**src/rtl/tri_sched_pkg.sv**
```systemverilog
// Shared types for the triangular carrier scheduler.
// Assumes: nothing beyond SystemVerilog packages.
package tri_sched_pkg;

    // Direction of the most recent carrier step.
    typedef enum logic {
        DIR_UP   = 1'b0,
        DIR_DOWN = 1'b1
    } dir_e;

endpackage

```
**src/rtl/tri_carrier_core.sv**
```systemverilog
// Up/down accumulator holding the carrier and its direction latch.
// The slope for the next step is chosen from the present value: the top value
// forces a descent, zero forces an ascent, and any other value keeps the latch.
// Assumes: step_en is a clean clock enable; reset is synchronous, active low.
module tri_carrier_core
    import tri_sched_pkg::*;
#(
    parameter int CNT_W = 12
) (
    input  logic             clk,
    input  logic             rst_n,
    input  logic             step_en,
    output logic [CNT_W-1:0] carrier_q,
    output dir_e             dir_q,
    output logic             at_top,
    output logic             at_bottom
);

    localparam logic [CNT_W-1:0] TOP_VAL = {CNT_W{1'b1}};

    dir_e dir_next;

    // Decode the turning points and resolve the latch for the next step.
    always_comb begin
        at_top    = (carrier_q == TOP_VAL);
        at_bottom = (carrier_q == '0);
        if (at_top) begin
            dir_next = DIR_DOWN;
        end else if (at_bottom) begin
            dir_next = DIR_UP;
        end else begin
            dir_next = dir_q;
        end
    end

    // Advance the carrier by the resolved slope on each enabled cycle.
    always_ff @(posedge clk) begin
        if (!rst_n) begin
            carrier_q <= '0;
            dir_q     <= DIR_UP;
        end else if (step_en) begin
            dir_q <= dir_next;
            if (dir_next == DIR_DOWN) begin
                carrier_q <= carrier_q - 1'b1;
            end else begin
                carrier_q <= carrier_q + 1'b1;
            end
        end
    end

endmodule

```
**src/rtl/tri_sample_decode.sv**
```systemverilog
// Sampling trigger decoder. Watches the low LOW_W bits of the carrier: all
// ones on the rising ramp, all zeros on the falling ramp. The ramp is taken
// from the direction register, which lags the latch decision by one step.
// Assumes: LOW_W < CNT_W. LOW_W == 0 means a trigger on every step.
module tri_sample_decode
    import tri_sched_pkg::*;
#(
    parameter int CNT_W = 12,
    parameter int LOW_W = 5
) (
    input  logic             step_en,
    input  logic [CNT_W-1:0] carrier,
    input  dir_e             dir_q,
    output logic             sample
);

    generate
        if (LOW_W == 0) begin : g_every_step
            logic unused_bits;
            // No low field: every enabled step is a sampling instant.
            always_comb begin
                unused_bits = ^{carrier, dir_q};
                sample      = step_en;
            end
        end else begin : g_low_field
            logic [LOW_W-1:0] low_bits;
            logic             unused_high;
            // Compare the low field against the pattern for the current ramp.
            always_comb begin
                low_bits    = carrier[LOW_W-1:0];
                unused_high = ^carrier[CNT_W-1:LOW_W];
                if (dir_q == DIR_UP) begin
                    sample = step_en & (&low_bits);
                end else begin
                    sample = step_en & ~(|low_bits);
                end
            end
        end
    endgenerate

endmodule

```
**src/rtl/tri_exec_sched.sv**
```systemverilog
// Controller-execution scheduler. Marks the sampling instant lying EXEC_DIST
// steps before the coming peak or valley, then releases the strobe on the
// following enabled cycle. A pending strobe waits through enable gaps.
// Assumes: 0 < EXEC_DIST < 2^CNT_W - 1.
module tri_exec_sched
    import tri_sched_pkg::*;
#(
    parameter int CNT_W     = 12,
    parameter int EXEC_DIST = 32
) (
    input  logic             clk,
    input  logic             rst_n,
    input  logic             step_en,
    input  logic [CNT_W-1:0] carrier,
    input  dir_e             dir_q,
    output logic             exec
);

    localparam logic [CNT_W-1:0] TOP_VAL    = {CNT_W{1'b1}};
    localparam logic [CNT_W-1:0] FALL_MARK  = CNT_W'(EXEC_DIST);
    localparam logic [CNT_W-1:0] RISE_MARK  = TOP_VAL - FALL_MARK;

    logic match;
    logic pending_q;

    // Select the mark for the current ramp and compare.
    always_comb begin
        if (dir_q == DIR_UP) begin
            match = (carrier == RISE_MARK);
        end else begin
            match = (carrier == FALL_MARK);
        end
    end

    // Delay the match by one enabled step.
    always_ff @(posedge clk) begin
        if (!rst_n) begin
            pending_q <= 1'b0;
        end else if (step_en) begin
            pending_q <= match;
        end
    end

    // Release the delayed strobe only in an enabled cycle.
    always_comb begin
        exec = step_en & pending_q;
    end

endmodule

```
**src/rtl/tri_carrier_sched.sv**
```systemverilog
// Triangular carrier generator with update, sampling and execution strobes
// for a double-update, multisampling PWM modulator.
// Assumes: SAMPLES_PER_PERIOD/2 divides 2^CNT_W and is a power of two;
// EXEC_BACK sampling intervals fit inside one ramp.
module tri_carrier_sched
    import tri_sched_pkg::*;
#(
    parameter int CNT_W              = 12,
    parameter int SAMPLES_PER_PERIOD = 256,
    parameter int EXEC_BACK          = 1
) (
    input  logic             clk,
    input  logic             rst_n,
    input  logic             step_en,
    output logic [CNT_W-1:0] carrier_o,
    output logic             dir_down_o,
    output logic             update_o,
    output logic             sample_o,
    output logic             exec_o
);

    localparam int HALF_SAMPLES = SAMPLES_PER_PERIOD / 2;
    localparam int SAMPLE_SPAN  = (1 << CNT_W) / HALF_SAMPLES;
    localparam int LOW_W        = $clog2(SAMPLE_SPAN);
    localparam int EXEC_DIST    = EXEC_BACK * SAMPLE_SPAN;

    logic [CNT_W-1:0] carrier_q;
    dir_e             dir_q;
    logic             at_top;
    logic             at_bottom;
    logic             sample_w;
    logic             exec_w;

    tri_carrier_core #(
        .CNT_W (CNT_W)
    ) u_core (
        .clk       (clk),
        .rst_n     (rst_n),
        .step_en   (step_en),
        .carrier_q (carrier_q),
        .dir_q     (dir_q),
        .at_top    (at_top),
        .at_bottom (at_bottom)
    );

    tri_sample_decode #(
        .CNT_W (CNT_W),
        .LOW_W (LOW_W)
    ) u_sample (
        .step_en (step_en),
        .carrier (carrier_q),
        .dir_q   (dir_q),
        .sample  (sample_w)
    );

    tri_exec_sched #(
        .CNT_W     (CNT_W),
        .EXEC_DIST (EXEC_DIST)
    ) u_exec (
        .clk     (clk),
        .rst_n   (rst_n),
        .step_en (step_en),
        .carrier (carrier_q),
        .dir_q   (dir_q),
        .exec    (exec_w)
    );

    // Drive the outputs; the update strobe marks each turning point.
    always_comb begin
        carrier_o  = carrier_q;
        dir_down_o = (dir_q == DIR_DOWN);
        update_o   = step_en & (at_top | at_bottom);
        sample_o   = sample_w;
        exec_o     = exec_w;
    end

endmodule

```
**config.mk**
```make
export PLATFORM = sky130hd
export DESIGN_NAME = tri_carrier_sched
export DESIGN_NICKNAME = d
export VERILOG_FILES = /design/src/rtl/tri_sched_pkg.sv /design/src/rtl/tri_carrier_core.sv /design/src/rtl/tri_sample_decode.sv /design/src/rtl/tri_exec_sched.sv /design/src/rtl/tri_carrier_sched.sv
export SDC_FILE = /design/constraint.sdc
export NUM_CORES = 1
export LEC_CHECK = 0
export ABC_AREA = 1
export BUFFER_PORTS_ARGS = -buffer_cell sky130_fd_sc_hd__buf_2
export CORE_MARGIN = 2
export CORE_UTILIZATION = 56
export CTS_CLUSTER_DIAMETER = 50
export DETAILED_ROUTE_END_ITERATION = 10
export PLACE_DENSITY_LB_ADDON = 0.2
export SYNTH_ARGS = -nofsm -noshare
export SYNTH_HDL_FRONTEND = slang
export SYNTH_SLANG_ARGS = --single-unit
```
**constraint.sdc**
```tcl
create_clock -name clk -period 2.5 [get_ports clk]
set_input_delay 0.375 -clock clk [delete_from_list [all_inputs] [get_ports clk]]
set_output_delay 0.375 -clock clk [all_outputs]
set_load 0.01 [all_outputs]
```
### After elaboration in Yosys (flattened, before gate mapping)

Cells that the tools add are included.

* flip-flop bits (word level): 14
* output and inout bits: 16
* logic and storage cells: 22

* bitwise gates (word level): 6
* reduce and logical (&&, ||, !) cells: 3
* mux-type cells: 5
* eq/ne operators: 3
* add/sub/neg operators: 2

Operators by type and width (number)
* $eq 12x12->1 const B: 2
* $add 12x1->12 const B: 1
* $eq 12x6->1 const B: 1
* $logic_not 12->1: 1
* $mux 12: 1
* $sub 12x1->12 const B: 1
* $reduce_and 5->1: 1
* $reduce_or 5->1: 1
* $and 1x1->1: 4
* $mux 1: 4
* $not 1->1: 1
* $or 1x1->1: 1

### Longest topological paths before layout

* word-level depth: 4
* mapped depth: 18

### Cells and area by module

Synthesis repeated with hierarchy kept, for this count alone.

* cell total of the unflattened synthesis: 247
* area, all modules: 1413.9 µm²

Modules (own cells, without submodules)
* tri_carrier_core: cells each 190, area each 1164.9 µm², instances 1
* tri_exec_sched: cells each 40, area each 181.4 µm², instances 1
* tri_sample_decode: cells each 14, area each 56.3 µm², instances 1
* tri_carrier_sched: cells each 3, area each 11.3 µm², instances 1

### Worst setup path before layout

No wires, ideal clock.

* kind: reg2reg
* start: reg u_core.carrier_q[0]
* end: reg u_core.carrier_q[6]
* buffers on the path: 0
* stages on the path, launching flop included: 15
* period minus slack after synthesis: 2.174 ns
* slack: 0.326 ns
* data required time: 2.384 ns
* arrival: 2.058 ns
* cell sequence: dfxtp_1 nand2_1 nor2_2 nand2_2 nor2_4 inv_2 nand2_4 ha_1 a21oi_1 nand2_1 a21oi_1 or2_1 nand3_1 o211ai_1 inv_1

* word-level cells in the longest chain between the ends: 4

RTL lines
* from (decl): line tri_carrier_core.sv:13 `output logic [CNT_W-1:0] carrier_q,`
* from (signal assigned): line tri_carrier_core.sv:44 `carrier_q <= carrier_q - 1'b1;`
* from (signal assigned): line tri_carrier_core.sv:46 `carrier_q <= carrier_q + 1'b1;`
* $logic_not 12->1: line tri_carrier_core.sv:26 `at_bottom = (carrier_q == '0);`
* $mux 1: line tri_carrier_core.sv:29 `end else if (at_bottom) begin`
* $mux 1 (*): line tri_carrier_core.sv:27 `if (at_top) begin`
* via u_core.dir_next: line tri_carrier_core.sv:21 `dir_e dir_next;`
* $mux 12 (*): line tri_carrier_core.sv:43 `if (dir_next == DIR_DOWN) begin`

Mark *: on every way through the listed nets, which the timed path passes. The rest lies on a longest branch.
A chain may end at the register's enable or synchronous reset.

### Worst setup path after layout

* start: reg u_core.carrier_q[0]
* end: reg u_core.carrier_q[9]

Same word-level chain as after synthesis.

==> results.txt <==
----------------------------------------------------
[Outcome]
  Result of the run ... complete, no violations

[Cells and area]
  Most frequent cells in the layout ... sky130_fd_sc_hd__nand2_1, sky130_fd_sc_hd__inv_1, sky130_fd_sc_hd__nor2_1
  Number of nets in the finished design ... approximately 240
  Antenna cells ... 0
  Share of cells above drive strength 1 ... ~22%
  Most common library cell in the layout ignoring fill and taps ... sky130_fd_sc_hd__nand2_1
  Post-route core utilization ... between 60% and 70%
  Final instance area ... about 1500 um2
  Layout area overhead ... 16.6%

[Routing]
  Routed met2 length ... 1430 um
  Post-route antenna net violation count ... 0
  Routed WL per cell ... about 12 um
  Vias ... 1326
  Starting DRC count in detailed routing ... 42
  Final routed DRC violation total ... 0
  First-pass detailed-route iteration total ... 4
  Routed metal-1 wirelength ... about 1500 um
  WL final ... 3100 um
  Ratio of routed vias to standard cells ... 5.33
  Uppermost layer routed ... met4
  Amount of wire on met3 after detailed routing ... roughly 160 um

[CTS]
  Clock insertion delay at the later pin of the skew report ... roughly 290 ps
  Total CTS buffers ... 3
  Post-CTS sizing ... 0
  Clock Path Buffers ... 2
  Total setup buffers inserted after CTS ... 0
  Clock tree from TritonCTS ... yes
  H-tree lvl count ... 1
  Root buf cell ... sky130_fd_sc_hd__clkbuf_4
  Clock Sinks ... 14
  Clock-pin slew reported for the worst setup and hold paths after clock tree synthesis ... roughly 100 ps
  Hold buffers post-CTS ... 0

[Yosys]
  Number of warning messages in the yosys log ... 0
  Synth Instances ... around 200
  Per-instance average area after synthesis ... slightly above 6 um2
  Number of nets in the synthesized netlist ... 216
  Sequential area share after synthesis ... between 20% and 30%
  Synthesized cell area ... approximately 1200 um2
  Count of distinct cell types in the synthesized netlist ... 27
  Number of register bits inferred by synthesis ... 14

[Placed design]
  Placer congestion estimate ... approximately 0.9
  HPWL reported at the end of detailed placement ... about 2300 um
  Number of port buffers ... 18
  Post-DP Area ... between 1000 and 1500 um2

[Worst hold path]
  Class of the most critical hold timing path ... input pin to flop
  Worst Min Path Start ... rst_n

[Power]
  P_leak ... just over 0.8 nW
  Worst VDD drop ... between 0.0003 and 0.0004 V
  Pint ... between 400 and 500 uW
  Clock power frac ... 24.8%
  Pwr dens ... roughly 480 nW/um2
  Portion of total power attributed to combinational logic ... ~36%
  Switching Fraction ... approximately two fifths
  Net switching power ... roughly 270 uW
  Reg power frac ... 39.5%
  Final Power ... roughly 700 uW

[Floorplanning]
  DIE AREA ... around 2600 um2
  Core ar. ... 2150 um2
  Floorplan die height ... about 51 um
  I/O pin count ... 19
  Core Rows ... 17
  Starting Density ... approximately 58%
  Die X ... roughly 51 um

[STA]
  Crit share post-route ... ~96%
  Highest attainable clock frequency ... about 420 MHz
  Count of endpoints failing hold in the final timing report ... 0
  Final setup skew ... a little over 6 ps
  Total count of max-transition violations in the final report ... 0
  Unrepaired setup endpoints after global routing ... yes
  Least-Margin Pin Slew ... around 500 ps
  Setup violation total in the final timing report ... 0
  Shortest clock period the worst path allows after layout ... roughly 2400 ps
  Max-slew headroom ... around 67%
  Hold slack ... ~340 ps

[Worst setup path]
  Kind of critical path ... flop to flop
  Type of destination of the critical path ... flop
  CP required ... ~2700 ps
  Launching instance or port of the critical path ... u_core.carrier_q[0]$_SDFFE_PN0P_
  Crit path DAT ... ~2600 ps
  Crit Path Max Fanout ... 14
  Kind of start point of the critical path ... flop
  Reg-to-Reg Start ... u_core.carrier_q[0]$_SDFFE_PN0P_

[Global routing]
  Vias in the first global route ... around 1.2k
  Pin count of the biggest net entering global routing ... 16
  Leftover overflow at the end of global routing ... 0
  Wire length of the first global-routing pass ... 5090 um
  Number of antenna violations at the first check in global routing ... 0
  All-Layer GR Usage ... 25.6%

[Flow run]
  Count of maximum capacitance violations ... 0

----------------------------------------------------
[worst max-delay path, stage by stage, from the launching register on]
cell,delay [ps]
sky130_fd_sc_hd__dfxtp_4,380
sky130_fd_sc_hd__nor2_1,150
sky130_fd_sc_hd__nand2_1,80
sky130_fd_sc_hd__nor2_1,90
sky130_fd_sc_hd__nand2_1,110
sky130_fd_sc_hd__nand2_2,120
sky130_fd_sc_hd__nand2_8,110
sky130_fd_sc_hd__ha_2,390
sky130_fd_sc_hd__nand2_1,80
sky130_fd_sc_hd__nor2_1,210
sky130_fd_sc_hd__nand2_1,90
sky130_fd_sc_hd__nand3_1,120
sky130_fd_sc_hd__nand2_1,90
sky130_fd_sc_hd__nand3_1,70
sky130_fd_sc_hd__nand3_1,80
sky130_fd_sc_hd__nand2_1,70
sky130_fd_sc_hd__inv_1,50
[power groups by stage]
stage / Sequential (mW) / Combinational (mW) / Clock, mW
2_1_floorplan: 0.281 / 0.164 / 0
5_1_grt: 0.279 / 0.279 / 0.176
3_3_place_gp: 0.275 / 0.230 / 0
6_report: 0.276 / 0.249 / 0.173
3_5_place_dp: 0.277 / 0.233 / 0
4_1_cts: 0.271 / 0.236 / 0.175
[layer usage]
metal  track usage, %  up-vias
met5                0        -
met1             34.7      598
met2             42.9       43
li1                 -      681
met3             2.05        4
met4             8.11        0
[registers in the layout, indices dropped and copies added (netlist names)]
signal	cells
u_core.dir_q	1
u_core.carrier_q	12
u_exec.pending_q	1
[final timing paths]
| kind | to | cells past startpoint | slack (ps) |
|---|---|---|---|
| worst min register to register | u_exec.pending_q$_SDFFE_PN0P_ | 2 | 480 |
| worst max register to register | u_core.carrier_q[9]$_SDFFE_PN0P_ | 16 | 110 |
| worst min-delay path | u_core.carrier_q[11]$_SDFFE_PN0P_ | 3 | 340 |
| worst max-delay path | u_core.carrier_q[9]$_SDFFE_PN0P_ | 16 | 110 |
[through the flow]
| stage | instances | setup WS [ps] | TNS (ps) |
|---|---|---|---|
| floorplan | 202 | 326 | 0 |
| global placement | 245 | 106 | 0 |
| detailed placement | 245 | 42.3 | 0 |
| CTS | 249 | 25.1 | 0 |
| global route | 249 | -37.6 | -52.7 |
| finish | 249 | 109 | 0 |
[cell families after synthesis]
family          share of synthesized area (%)
xor+xnor                                 4.23
buf+inv                                  10.7
compound gates                           15.1
fa+ha+maj                                11.7
flops                                    22.5
simple gates                             35.8
[synth_stat cells (all sizes together)]
cell type  count  share of area [%]
a21o           2                1.2
a21oi         17                6.8
a31oi          1               0.50
buf            1               0.40
clkbuf         2               0.60
dfxtp         14                 23
fa             1                1.6
ha            10                 10
inv           32                9.7
nand2         53                 17
nand3         13                5.2
nand4          3                1.5
nor2          31                 11
nor3           1               0.40
o2111ai        1               0.70
o211ai         1               0.60
o21ai         10                4.0
o21bai         2                1.2
or2            1               0.50
xnor2          1               0.70
xor2           5                3.5
[cell type report]
type                            count  area [um2]
Clock buffer                        4        36.3
Tap cell                           28        35.0
Inverter                           32         120
Multi-Input combinational cell    153         875
Timing Repair Buffer               18        90.1
Sequential cell                    14         294
Fill cell                         213         698
Power figures use the tool's default switching activity.
